$ cat src/rtl/gpio_port_pkg.sv
package gpio_port_pkg;

    typedef enum logic [1:0] {
        SEL_NONE = 2'd0,
        SEL_IN   = 2'd1,
        SEL_DIR  = 2'd2,
        SEL_OUT  = 2'd3
    } reg_sel_e;

endpackage

$ cat src/rtl/gpio_port_sync.sv
module gpio_port_sync #(
    parameter int unsigned WIDTH  = 8,
    parameter int unsigned STAGES = 2
) (
    input  logic             clk,
    input  logic             rst_n,
    input  logic [WIDTH-1:0] async_in,
    output logic [WIDTH-1:0] sync_out
);

    localparam int unsigned LAST = STAGES - 1;

    for (genvar b = 0; b < WIDTH; b++) begin : g_bit
        logic [STAGES-1:0] chain;
        always_ff @(posedge clk) begin
            if (!rst_n) chain <= '0;
            else        chain <= {chain[STAGES-2:0], async_in[b]};
        end
        assign sync_out[b] = chain[LAST];
    end

endmodule

$ cat src/rtl/gpio_port_regs.sv
module gpio_port_regs
    import gpio_port_pkg::*;
#(
    parameter int unsigned WIDTH = 8
) (
    input  logic             clk,
    input  logic             rst_n,
    input  reg_sel_e         sel,
    input  logic             we,
    input  logic [WIDTH-1:0] wdata,
    input  logic [WIDTH-1:0] wmask,
    output logic [WIDTH-1:0] dir_q,
    output logic [WIDTH-1:0] out_q,
    output logic             chg_valid,
    output logic [WIDTH-1:0] chg_new,
    output logic [WIDTH-1:0] chg_old
);

    logic [WIDTH-1:0] dir_d, out_d, merged;
    logic             touch_out;

    assign merged = (wdata & wmask);

    always_comb begin
        dir_d     = dir_q;
        out_d     = out_q;
        touch_out = 1'b0;
        if (we) begin
            unique case (sel)
                SEL_DIR: dir_d = (dir_q & ~wmask) | merged;
                SEL_OUT: begin
                    out_d     = (out_q & ~wmask) | merged;
                    touch_out = 1'b1;
                end
                SEL_IN: begin
                    out_d     = out_q ^ merged;
                    touch_out = 1'b1;
                end
                default: ;
            endcase
        end
    end

    always_ff @(posedge clk) begin
        if (!rst_n) begin
            dir_q     <= '0;
            out_q     <= '0;
            chg_valid <= 1'b0;
            chg_new   <= '0;
            chg_old   <= '0;
        end else begin
            dir_q     <= dir_d;
            out_q     <= out_d;
            chg_valid <= touch_out;
            if (touch_out) begin
                chg_new <= out_d;
                chg_old <= out_q;
            end
        end
    end

    AST_TOGGLE_MASK_ONLY: assert property (@(posedge clk) disable iff (!rst_n)
        (we && sel == SEL_IN) |=> (((out_q ^ $past(out_q)) & ~$past(wmask)) == '0));

    AST_MASKED_LOAD: assert property (@(posedge clk) disable iff (!rst_n)
        (we && sel == SEL_OUT) |=> (((out_q ^ $past(out_q)) & ~$past(wmask)) == '0));

    AST_DIR_HOLD: assert property (@(posedge clk) disable iff (!rst_n)
        !(we && sel == SEL_DIR) |=> $stable(dir_q));

    AST_NOTIFY_ONLY_ON_WRITE: assert property (@(posedge clk) disable iff (!rst_n)
        !(we && (sel == SEL_OUT || sel == SEL_IN)) |=> !chg_valid);

    AST_NOTIFY_VALUES: assert property (@(posedge clk) disable iff (!rst_n)
        chg_valid |-> (chg_new == out_q && chg_old == $past(out_q)));

endmodule

$ cat src/rtl/gpio_port_sense.sv
module gpio_port_sense #(
    parameter int unsigned WIDTH = 8
) (
    input  logic             clk,
    input  logic             rst_n,
    input  logic [WIDTH-1:0] dir_q,
    input  logic [WIDTH-1:0] out_q,
    input  logic [WIDTH-1:0] pin_sync,
    output logic [WIDTH-1:0] in_q
);

    for (genvar b = 0; b < WIDTH; b++) begin : g_bit
        always_ff @(posedge clk) begin
            if (!rst_n)      in_q[b] <= 1'b0;
            else if (dir_q[b]) in_q[b] <= out_q[b];
            else             in_q[b] <= pin_sync[b];
        end
    end

    AST_OUTPUT_READBACK: assert property (@(posedge clk) disable iff (!rst_n)
        $past(rst_n) |-> (((in_q ^ $past(out_q)) & $past(dir_q)) == '0));

    AST_INPUT_FOLLOWS: assert property (@(posedge clk) disable iff (!rst_n)
        $past(rst_n) |-> (((in_q ^ $past(pin_sync)) & ~$past(dir_q)) == '0));

endmodule

$ cat src/rtl/gpio_port.sv
module gpio_port
    import gpio_port_pkg::*;
#(
    parameter int unsigned WIDTH    = 8,
    parameter int unsigned ADDR_W   = 8,
    parameter int unsigned IN_ADDR  = 'h29,
    parameter int unsigned DIR_ADDR = 'h2A,
    parameter int unsigned OUT_ADDR = 'h2B,
    parameter int unsigned SYNC_STG = 2
) (
    input  logic              clk,
    input  logic              rst_n,
    input  logic [ADDR_W-1:0] bus_addr,
    input  logic [WIDTH-1:0]  bus_wdata,
    input  logic [WIDTH-1:0]  bus_wmask,
    input  logic              bus_we,
    output logic [WIDTH-1:0]  bus_rdata,
    input  logic [WIDTH-1:0]  pin_in,
    output logic [WIDTH-1:0]  pin_out,
    output logic [WIDTH-1:0]  pin_oe,
    output logic              chg_valid,
    output logic [WIDTH-1:0]  chg_new,
    output logic [WIDTH-1:0]  chg_old
);

    localparam logic [ADDR_W-1:0] A_IN  = ADDR_W'(IN_ADDR);
    localparam logic [ADDR_W-1:0] A_DIR = ADDR_W'(DIR_ADDR);
    localparam logic [ADDR_W-1:0] A_OUT = ADDR_W'(OUT_ADDR);

    reg_sel_e         sel;
    logic [WIDTH-1:0] dir_q, out_q, in_q, pin_sync;

    always_comb begin
        if      (bus_addr == A_IN)  sel = SEL_IN;
        else if (bus_addr == A_DIR) sel = SEL_DIR;
        else if (bus_addr == A_OUT) sel = SEL_OUT;
        else                        sel = SEL_NONE;
    end

    gpio_port_sync #(.WIDTH(WIDTH), .STAGES(SYNC_STG)) u_sync (
        .clk(clk), .rst_n(rst_n), .async_in(pin_in), .sync_out(pin_sync)
    );

    gpio_port_regs #(.WIDTH(WIDTH)) u_regs (
        .clk(clk), .rst_n(rst_n), .sel(sel), .we(bus_we),
        .wdata(bus_wdata), .wmask(bus_wmask),
        .dir_q(dir_q), .out_q(out_q),
        .chg_valid(chg_valid), .chg_new(chg_new), .chg_old(chg_old)
    );

    gpio_port_sense #(.WIDTH(WIDTH)) u_sense (
        .clk(clk), .rst_n(rst_n), .dir_q(dir_q), .out_q(out_q),
        .pin_sync(pin_sync), .in_q(in_q)
    );

    always_comb begin
        unique case (sel)
            SEL_IN:  bus_rdata = in_q;
            SEL_DIR: bus_rdata = dir_q;
            SEL_OUT: bus_rdata = out_q;
            default: bus_rdata = '0;
        endcase
    end

    assign pin_out = out_q;
    assign pin_oe  = dir_q;

    AST_UNMAPPED_QUIET: assert property (@(posedge clk) disable iff (!rst_n)
        (bus_we && sel == SEL_NONE) |=> ($stable(pin_out) && $stable(pin_oe) && !chg_valid));

endmodule

$ cat config.mk
export PLATFORM = sky130hd
export DESIGN_NAME = gpio_port
export DESIGN_NICKNAME = d
export VERILOG_FILES = /design/src/rtl/gpio_port_pkg.sv /design/src/rtl/gpio_port_sync.sv /design/src/rtl/gpio_port_regs.sv /design/src/rtl/gpio_port_sense.sv /design/src/rtl/gpio_port.sv
export SDC_FILE = /design/constraint.sdc
export NUM_CORES = 1
export LEC_CHECK = 0
export BUFFER_PORTS_ARGS = -buffer_cell sky130_fd_sc_hd__buf_2
export CORE_ASPECT_RATIO = 0.9
export CORE_MARGIN = 2
export CORE_UTILIZATION = 51
export DETAILED_ROUTE_END_ITERATION = 8
export PLACE_DENSITY = 0.83
export SLEW_MARGIN = 20
export SYNTH_ARGS = -nofsm -noshare
export SYNTH_HDL_FRONTEND = slang
export SYNTH_SLANG_ARGS = --single-unit
export TNS_END_PERCENT = 1
$ cat constraint.sdc
create_clock -name clk -period 1.9 [get_ports clk]
set_clock_uncertainty 0.2 [all_clocks]
set_input_delay 0.095 -clock clk [delete_from_list [all_inputs] [get_ports clk]]
set_output_delay 0.095 -clock clk [all_outputs]
set_load 0.02 [all_outputs]
# Word-level counts from Yosys, hierarchy flattened
# Index checks and enable logic that the tools add are counted.
# totals
mem_bits_ro,0
n_memories,0
inputBits,35
elab_cells,52
ff_bits,57
latch_bits,0
ramBits,0
# op_classes
n_mul,0
n_mux,16
order_cmp,0
addsub,0
n_div,0
n_reduce_logical,2
n_shift,0
bitwise_logic,7
eq_ne,6
# op_table
op,n
8-bit bitwise AND,3
8-bit by 6-bit == test with 1-bit output (second input constant),3
8-bit one-hot mux with 3 select lines,1
8-bit OR,2
8-bit one-hot mux with 2 select lines,1
1-bit 2-to-1 mux,10
8-bit 2-to-1 mux,1
8-bit NOT,1
8-bit bitwise XOR,1
2-bit 2-to-1 mux,3
2-bit == test (second input constant),2
2-bit by 1-bit == test with 1-bit output (second input constant),1
2-bit AND reduction,1
2-bit OR reduction,1

# Longest topological paths before layout
# depth
depth_word,8
depth_mapped,6

# Hierarchy
# From an unflattened synthesis, not the netlist that was laid out.
# unflattened
hier_cells,286
area_unflattened_um2,2743.9
# by_module_without_submodules
module,seq_area_each_um2,n_inst,cells_per_inst,area_each_um2
gpio_port_regs,660.6,1,187,1680.4
gpio_port_sync,320.3,1,41,506.7
gpio_port_sense,160.2,1,24,290.3
gpio_port,0.0,1,34,266.5

# Least setup slack after synthesis
# Ideal clock, no wire load.
# synth_timing
path_type,input to output
from,input bus_addr[4]
to,output bus_rdata[0]
stages,5
n_path_buf,2
arrival_time_ps,1536
slack_ps,69
path_cell_list,or4b_1 -> buf_6 -> or2_2 -> clkbuf_1 -> nor2_1
# synth_between
elab_chain_len,6
# synth_rtl
item,line_no,source
start: declaration,gpio_port.sv:13,"input logic [ADDR_W-1:0] bus_addr,"
8-bit by 6-bit == test with 1-bit output,gpio_port.sv:36,else if (bus_addr == A_OUT) sel = SEL_OUT;
2-bit 2-to-1 mux,gpio_port.sv:36,
2-bit 2-to-1 mux,gpio_port.sv:35,else if (bus_addr == A_DIR) sel = SEL_DIR;
2-bit 2-to-1 mux *,gpio_port.sv:34,if (bus_addr == A_IN) sel = SEL_IN;
2-bit == test or 2-bit by 1-bit == test with 1-bit output (tied branches),gpio_port.sv:57,unique case (sel)
8-bit one-hot mux with 3 select lines *,gpio_port.sv:57,
end: declaration,gpio_port.sv:17,"output logic [WIDTH-1:0] bus_rdata,"
# Every way passes the cells marked *; elsewhere a longest branch is shown, timed or not.

# Worst setup path after layout
# layout_timing
from,input bus_addr[4]
to,output bus_rdata[5]
# The elaborated chain is that of the path after synthesis.

==> impl_metrics.yaml <==
setup_path:
  crit_slowest_cell: "or4b_1"
  cp_common_cell: "buf_2"
  rr_worst_depth: 3
  worstReg2RegStart: "u_regs.out_q[2]"
  critPathBufInv: 2
  path_cells: "buf_2 > or4b_1 > or2_4 > nor2_1 > buf_2"
  end_kind: "primary output"
  path_class: "in2out"
  cp_top_family: "simple AND/OR/NAND/NOR gates"
  required_ns: 1.60
  start_kind: "primary input"
  arrival_ns: 1.50
  worstPathMaxFanout: 8
  rrSetupSlack_ns: 0.31
  reg2reg_to: "u_regs.chg_new[2]"
  max_stage_delay_ns: 0.62
worst_hold_path:
  min_from: "bus_wmask[4]"
  hold_path_class: "in2reg"
  holdPathStages: 4
power_and_ir_drop:
  peakVddDrop_uv: 654.9
  combPwrFrac_pct: 8.9
  powerDensity_nw_per_um2: 746.7
  sw_frac_of_total_pct: 22.26
  p_int_mw: 1.997
  power_leakage_nw: 1.417
  p_switching_mw: 0.5716
  finalPower_mw: 2.568
  p_clk_share_pct: 43.4
  seqPwrFrac_pct: 47.7
yosys:
  avgSynthCellArea_um2: 9.211
  ys_seq_elements: 57
  yosysSeqAreaShare_pct: 45.71
  synthDistinctLibCells: 30
  synth_top_cell_by_area: "dfxtp_1"
  netlist_area_um2: 2496
  netlist_instances: 271
  synth_fp_nets: 306
  post_synth_main_area_contributors: "dfxtp_1 46%, mux2_2 6.8%, a21oi_1 6.2%"
  yosys_warnings: 0
  yosysTopAreaCellShare_pct: 45.71
global_route:
  grt_overflow: 0
  antenna_found_initial: 0
  grt_util_met1_pct: 30.94
  grt_max_degree: 42
  top_usage_layer: "met2"
  grtUsageMet3_pct: 6.589
  grt_pass1_wl_mm: 11.02
  grt_pass1_vias: 2409
  grt_usage_pct: 25.21
  grt_use_met2_pct: 41.28
placed_design:
  gp_congestion: 0.8623
  dp.cells: 398
  detailed_place_hpwl_mm: 4.128
  placed_cell_area_um2: 2932
  portBuffers: 75
  place_ws_ns: -0.08343
die:
  die_w_um: 77.75
  rows: 24
  die_h_um: 70.37
  fp.coreArea_um2: 4775
  die-area_um2: 5471
  ios: 76
  initial_core_util_pct: 52.28
layout:
  fin_area_um2: 3440
  layout.nets: 410
  layout_commonest_cell: "buf_2"
  syn_to_final_growth_pct: 37.79
  layout_common_cells: "75 x buf_2, 57 x dfxtp_1, 31 x a21oi_1, 31 x dlygate4sd3_1"
  antenna_cells: 0
  finalNonFillerCells: 444
  drive_gt1_share_pct: 30.87
timing:
  rsz0062_at_grt: "no"
  drv_slew: 0
  min_period_ns: 1.793
  hold_viol_final: 0
  slew_headroom_pct: 59.84
  max_freq_mhz: 557.8
  setup_ws_ns: 0.1073
  setup_viol: 0
  min_period_over_period_pct: 94.35
  worst_pin_slew_ns: 0.6011
clocking:
  cts_inserted_buffers: 9
  htree_num_levels: 3
  clk_latency_ns: 0.33
  root_buffer: "clkbuf_8"
  clkSinkCount: 57
  cts_tree: "built"
  clk_pin_slew_worst_paths_ns: 0.06
  cts.path.max_buffers: 2
route:
  wirelength_mm: 6.573
  drtIter0Drc: 167
  vias: 2505
  first_pass_iters: 4
  antenna_left: 0
  remaining_drc_errors: 0
  wl_per_cell_um: 14.80
  vias_per_cell: 5.642
job:
  cap_violations: 0
status:
  status: "finished clean"
==> cells by family after synthesis <==
group / count (synthesis) / synth area share (%)
AO/OA/AOI/OAI: 88 / 21.65
buffers and inverters: 33 / 5.764
flip-flops: 57 / 45.71
multiplexers: 23 / 9.975
AND/OR/NAND/NOR: 70 / 16.89
==> timing repair <==
item | 4_1_cts | 5_1_grt
endpoints found under the hold margin | 26 | 0
endpoints found under the setup margin | 0 | 7
hold buffers | 31 | 0
buffers inserted | 0 | 0
gates resized for setup | 0 | 1
==> worst max-delay path by stage <==
stage / endpoint / from / cells past startpoint
finish: bus_rdata[5] / bus_addr[4] / 5
global route: bus_rdata[5] / bus_addr[1] / 5
CTS: bus_rdata[5] / bus_addr[4] / 5
detailed placement: flop / bus_addr[4] / 5
global placement: flop / bus_addr[4] / 5
floorplan: bus_rdata[0] / bus_addr[4] / 5
==> metrics by stage <==
stage | setup TNS [ns] | util [%] | hold WS, ns
global route | 0 | 72.04 | 0.04023
global placement | -0.02845 | 61.40 | 0.1055
detailed placement | -0.3493 | 61.40 | 0.1042
floorplan | 0 | - | 0.01671
finish | 0 | 72.04 | 0.02212
CTS | 0 | 71.99 | 0.01550
==> power groups by stage <==
stage	sequential (mW)	combinational (mW)	clock [mW]
floorplan	1.25	0.0996	0
global placement	1.25	0.169	0
detailed placement	1.25	0.174	0
CTS	1.22	0.223	1.13
global route	1.23	0.251	1.18
finish	1.22	0.230	1.11
==> synth_stat cells <==
| library cell | count |
|---|---|
| nand4b_1 | 9 |
| buf_1 | 1 |
| o21ai_0 | 17 |
| a22oi_1 | 15 |
| buf_2 | 1 |
| nand4_1 | 1 |
| mux2_2 | 15 |
| or4b_1 | 1 |
| or2_2 | 1 |
| a21oi_1 | 31 |
| mux2i_1 | 8 |
| buf_8 | 1 |
| nand2_1 | 2 |
| a211oi_1 | 14 |
| inv_1 | 9 |
| and4b_1 | 1 |
| and2_1 | 17 |
| nor2_1 | 17 |
| nor3_1 | 1 |
| nor2b_1 | 2 |
| dfxtp_1 | 57 |
| o31ai_1 | 9 |
| buf_6 | 1 |
| nand3_1 | 8 |
| nand2b_1 | 1 |
| nor4b_1 | 1 |
| clkbuf_1 | 20 |
| a31oi_1 | 1 |
| a311oi_1 | 1 |
| or4_1 | 8 |
==> layer usage <==
metal	part of all wire (%)	wire length [um]
met1	42	2780
met2	49	3190
met3	6.9	451
met4	2.3	151
met5	0	0
==> final cells by class <==
cell class,count,area [um^2]
clock inverters,3,40.04
fillers,351,1335
well taps,65,81.33
repair buffers,117,768.2
flip-flops and latches,57,1141
clock buffers,12,155.1
inverters,9,33.78
multi-input cells,181,1220
==> worst min-delay path: stages <==
cell and delay [ns]:
buf_2 0.12, nand4b_1 0.12, o31ai_1 0.07, a21oi_1 0.11
(Power assumes the default switching activity.)
